==> config.mk <==
export PLATFORM = sky130hd
export DESIGN_NAME = uart_tx_urgent
export DESIGN_NICKNAME = d
export VERILOG_FILES = /design/src/rtl/uart_tx_urgent.sv
export SDC_FILE = /design/constraint.sdc
export NUM_CORES = 1
export LEC_CHECK = 0
export BUFFER_PORTS_ARGS = -buffer_cell sky130_fd_sc_hd__buf_2
export CORE_ASPECT_RATIO = 0.7
export CORE_MARGIN = 3
export CORE_UTILIZATION = 45
export DETAILED_ROUTE_END_ITERATION = 7
export PLACE_DENSITY_LB_ADDON = 0.12
export SLEW_MARGIN = 5
export SYNTH_ARGS = -nofsm -noshare
export SYNTH_HDL_FRONTEND = slang
export SYNTH_SLANG_ARGS = --single-unit
==> constraint.sdc <==
create_clock -name clk -period 4.8 [get_ports clk]
set_clock_uncertainty 0.1 [all_clocks]
set_input_delay 1.44 -clock clk [delete_from_list [all_inputs] [get_ports clk]]
set_output_delay 1.44 -clock clk [all_outputs]
set_load 0.05 [all_outputs]
==> src/rtl/uart_tx_urgent.sv <==
module uart_tx_urgent #(
  parameter int DEPTH = 16
) (
  input  logic                       clk,
  input  logic                       rst_n,
  input  logic                       baud_tick,
  input  logic                       tx_en,
  input  logic [1:0]                 data_len,
  input  logic                       parity_en,
  input  logic                       parity_odd,
  input  logic                       two_stop,
  input  logic                       sw_flow_en,
  input  logic                       flow_send,
  input  logic [7:0]                 flow_char,
  input  logic                       wr_en,
  input  logic [1:0]                 wr_addr,
  input  logic [7:0]                 wr_data,
  output logic                       txd,
  output logic                       tx_busy,
  output logic                       urgent_bit,
  output logic [$clog2(DEPTH):0]     fifo_level,
  output logic                       fifo_full
);
  localparam int AW = $clog2(DEPTH);
  localparam int FW = 12;

  logic [7:0]    mem [DEPTH];
  logic [AW:0]   wp, rp;
  logic          armed, uvalid, fpend, busy;
  logic [7:0]    ubyte, fbyte, sel;
  logic [FW-1:0] sh, frame;
  logic [3:0]    cnt, nd, flen;
  logic          par;

  wire wr_thr     = wr_en && wr_addr == 2'd0;
  wire wr_ctl     = wr_en && wr_addr == 2'd1;
  wire wr_other   = wr_en && wr_addr[1];
  wire fifo_empty = wp == rp;
  wire boundary   = baud_tick && (!busy || cnt == 4'd1);
  wire start      = boundary && tx_en && (fpend || uvalid || !fifo_empty);
  wire take_flow  = start && fpend;
  wire take_urg   = start && !fpend && uvalid;
  wire take_fifo  = start && !fpend && !uvalid;
  wire push       = wr_thr && !armed && !fifo_full;

  assign fifo_level = wp - rp;
  assign fifo_full  = fifo_level == (AW+1)'(DEPTH);
  assign txd        = busy ? sh[0] : 1'b1;
  assign tx_busy    = busy;
  assign urgent_bit = armed | uvalid;
  assign sel        = fpend ? fbyte : (uvalid ? ubyte : mem[rp[AW-1:0]]);
  assign nd         = 4'd5 + {2'b00, data_len};
  assign flen       = nd + 4'd2 + {3'b000, parity_en} + {3'b000, two_stop};

  always_comb begin
    frame    = '1;
    frame[0] = 1'b0;
    par      = parity_odd;
    for (int i = 0; i < 8; i++)
      if (i < int'(nd)) begin
        frame[i+1] = sel[i];
        par        = par ^ sel[i];
      end
    if (parity_en) frame[nd+4'd1] = par;
  end

  always_ff @(posedge clk)
    if (push) mem[wp[AW-1:0]] <= wr_data;

  always_ff @(posedge clk) begin
    if (!rst_n) begin
      wp <= '0; rp <= '0;
      armed <= 1'b0; uvalid <= 1'b0; ubyte <= '0;
      fpend <= 1'b0; fbyte <= '0;
      busy <= 1'b0; sh <= '1; cnt <= '0;
    end else begin
      if (baud_tick && busy) begin
        sh  <= {1'b1, sh[FW-1:1]};
        cnt <= cnt - 4'd1;
      end
      if (boundary) begin
        busy <= start;
        if (start) begin
          sh  <= frame;
          cnt <= flen;
        end
      end
      if (take_fifo) rp <= rp + 1'b1;
      if (take_urg)  uvalid <= 1'b0;
      if (take_flow) fpend <= 1'b0;
      if (flow_send && sw_flow_en) begin
        fpend <= 1'b1;
        fbyte <= flow_char;
      end
      if (wr_thr && armed) begin
        ubyte  <= wr_data;
        uvalid <= 1'b1;
        armed  <= 1'b0;
      end
      if (push) wp <= wp + 1'b1;
      if (wr_ctl) begin
        if (!wr_data[0])           armed <= 1'b0;
        else if (tx_en && !uvalid) armed <= 1'b1;
      end
      if (wr_other) armed <= 1'b0;
    end
  end
endmodule

==> results by group <==
Critical path
  • Critical Path RT: 3.26 ns
  • CP endpoint kind: primary output
  • Setup slack, reg-to-reg: 1.00 ns
  • Most used cell, CP: inv_1
  • Critical path class: flop to primary output
  • CP max stage delay: 0.41 ns
  • Crit path launch type: flop
  • R2R cell count: 11
  • Critical path arrival: 2.64 ns
  • Crit-path slowest cell: fa_1
  • Reg2reg start: wp[0]$_SDFFE_PN0P_
  • Cell-by-cell trace of the critical path: inv_1 > ha_1 > fa_1 > inv_1 > a21o_1 > a21oi_1 > xor2_1 > nor4b_2 > buf_2
  • FF-to-FF End: mem[7][3]$_DFFE_PP_
  • Crit Path Max Fanout: 4

Outcome
  • Status: completed

Clock tree
  • Clk slew on worst S/H paths: 0.06 ns
  • CTS sink cnt: 178
  • Postcts setup bufs: 0
  • # hold bufs at CTS: 0
  • Clock latency on the worst-skew pair: 0.42 ns
  • Post_cts resized: 0
  • Clock Path Buffers: 2
  • Cts bufs inserted: 17
  • Root Driver: clkbuf_16
  • H-tree depth: 4
  • TritonCTS clock tree: done

GRT
  • Grt total ovfl: 0
  • Gr busiest metal: met1
  • Total GRT Usage: 0.194
  • GRT met3 Usage: 0.0422
  • Initial antenna violation count: 0
  • GR Util met2: 0.265
  • Vias in the first global route: 4622
  • Global-route wire length before repair: 27000 µm
  • Met1 Usage GRT: 0.310
  • Largest net degree at the start of global routing: 52

Route
  • Final ANT Viol Nets: 0
  • Initial detailed-routing violation count: 429
  • DR WL/cell: 20.4 µm
  • Vias per cell: 5.59
  • Final WL: 17100 µm
  • Drt first pass iters: 5
  • Vias: 4694
  • DR DRC count: 0

Yosys
  • Count of cell types in the netlist: 59
  • Ys async rst share: 0
  • Top cell type's share of synthesized area: 0.495
  • EDFF count, synth: 128
  • Ranking of synthesized cells by area: edfxtp_1 49%, dfxtp_1 13%, mux4_2 9.0%
  • Syn_nets: 616
  • Syn avg cell area: 13.8 µm²
  • Sequential share of the synthesized area: 0.624
  • Synth Flop Type: edfxtp_1
  • Leading area contributor after synthesis: edfxtp_1
  • Post-Syn Area: 7770 µm²
  • Seq cells post-synth: 178
  • YS warnings: 0
  • Syn Inst Count: 563

Min path
  • Hold path cells: 2
  • Hold path startpoint: ubyte[7]$_SDFFE_PN0P_
  • Hold Crit Class: flop to flop
  • Hold Crit Endpoint: ubyte[7]$_SDFFE_PN0P_

Timing
  • Slew Viols, Final: 0
  • Final worst slack: 0.617 ns
  • FMAX: 0.239 GHz
  • Slew of the pin with the lowest slew margin: 0.910 ns
  • Setup TNS: 0 ns
  • Hold Vio Cnt, Final: 0
  • Final Setup Violations: 0
  • Period minus WS final: 4.18 ns
  • RSZ-0062 raised after global routing: no
  • Worst relative slew slack: 0.392
  • Period utilization: 0.871

Placement
  • PortBufs: 38
  • Pre-CTS WS: 1.08 ns
  • Placer congestion estimate: 0.840
  • DPL Wire Length: 11900 µm

Cells and area
  • Layout cells sized above 1: 0.192
  • Seq. cell area: 4850 µm²
  • # fillers: 1391
  • P&R area growth vs syn: 13.3%
  • Area of the multi-input gates: 2710 µm²
  • # nets final: 655
  • Ant. Diodes: 0

Die
  • Die area: 18900 µm²
  • Core ar.: 16600 µm²
  • Initial Util: 0.468
  • # IOs: 39
  • Die height: 116 µm
  • Row Count: 39
  • DIE WIDTH: 163 µm

Pwr
  • VDD IR max: 0.241 mV
  • Leak: 3.09 nW
  • Power density over cell area: 388 nW/µm²

Flow run
  • MaxCap Viol Count: 0
-- power by group --
group          internal (mW)  total [mW]  switching [mW]
Clock                  0.912        1.46           0.551
Sequential              1.66        1.68          0.0157
Combinational          0.108       0.273           0.165
Total                   2.68        3.42           0.732
-- area by class of cell --
cell class                      count  share of cell area
Clock buffer                       18              0.0487
Inverter                           19             0.00810
Sequential cell                   178               0.550
Timing Repair Buffer               49              0.0310
Multi-Input combinational cell    337               0.308
Clock inverter                     14              0.0219
Tap cell                          225              0.0320
-- routing by layer --
| layer | wire (µm) | vias up |
|---|---|---|
| li1 | - | 2180 |
| met1 | 9010 | 2360 |
| met2 | 7100 | 136 |
| met3 | 827 | 18 |
| met4 | 161 | 0 |
| met5 | 0 | - |
-- cells in the mapped netlist (10+ instances only) --
| library cell | n |
|---|---|
| a21boi_0 | 10 |
| mux4_2 | 31 |
| and2_1 | 12 |
| xnor2_1 | 15 |
| a21oi_1 | 15 |
| edfxtp_1 | 128 |
| dfxtp_1 | 50 |
| inv_1 | 18 |
| clkbuf_1 | 16 |
| nand2_1 | 82 |
| ha_1 | 21 |
| a22oi_1 | 10 |
| nand3_1 | 17 |
| nor2_1 | 22 |
-- registers in the layout, summed over array words and instances (netlist names), 4 cells and up, named ones only --
register,flops
cnt,4
fbyte,8
mem,128
rp,5
sh,12
ubyte,8
wp,5
-- per-stage QoR --
step                      instance area [µm²]  hold slack, ns  cells  power [mW]  utilization
final                                    8800           0.355    840        3.42        0.531
after global routing                     8800           0.381    840        3.53        0.531
after CTS                                8800           0.357    840        3.44        0.531
after detailed placement                 8180           0.346    808        1.98        0.493
after global placement                   8180           0.344    808        1.98        0.493
after floorplan                          7770           0.335    563        1.90            -
-- worst max-delay path by stage --
stage                            start                    to  slack (ns)
finish              wp[0]$_SDFFE_PN0P_             fifo_full        0.62
global route        wp[0]$_SDFFE_PN0P_             fifo_full        0.42
detailed placement  wp[0]$_SDFFE_PN0P_   mem[7][1]$_DFFE_PP_        1.08
floorplan           wp[0]$_SDFFE_PN0P_             fifo_full        0.07
global placement    wp[0]$_SDFFE_PN0P_  mem[11][1]$_DFFE_PP_        1.16
CTS                 wp[0]$_SDFFE_PN0P_             fifo_full        0.62
-- kinds of logic after synthesis --
kind of cell	share of synthesized area
muxes	0.103
and+or+nand+nor	0.0967
adders and majority gates	0.0390
xor gates and xnor gates	0.0300
buffers and inverters	0.0282
DFF	0.624
AOI/OAI and AO/OA	0.0794
-- worst max-delay path, delay by kind of cell, from the launching register on --
kind	cells	cell delay, ns
adder cells (fa/ha/maj)	2	0.65
buffers and inverters	3	0.53
flip-flops	1	0.38
AND/OR/NAND/NOR	1	0.30
XOR/XNOR	1	0.20
AO/OA/AOI/OAI	2	0.18
-- placed cells by master (no fill, tap or decap), types with 7 or more instances in the layout --
| cell type | count |
|---|---|
| a21boi_0 | 10 |
| dfxtp_1 | 49 |
| ha_1 | 21 |
| buf_4 | 11 |
| inv_1 | 18 |
| mux4_2 | 31 |
| and2_1 | 12 |
| mux2i_1 | 8 |
| a21oi_1 | 15 |
| edfxtp_1 | 128 |
| xnor2_1 | 15 |
| xor2_1 | 7 |
| nand2_1 | 82 |
| buf_2 | 38 |
| a21boi_1 | 9 |
| nand3_1 | 17 |
| nor2_1 | 22 |
| a22oi_1 | 10 |
| clkbuf_16 | 17 |
No activity file was read; power rests on OpenSTA's default activity.
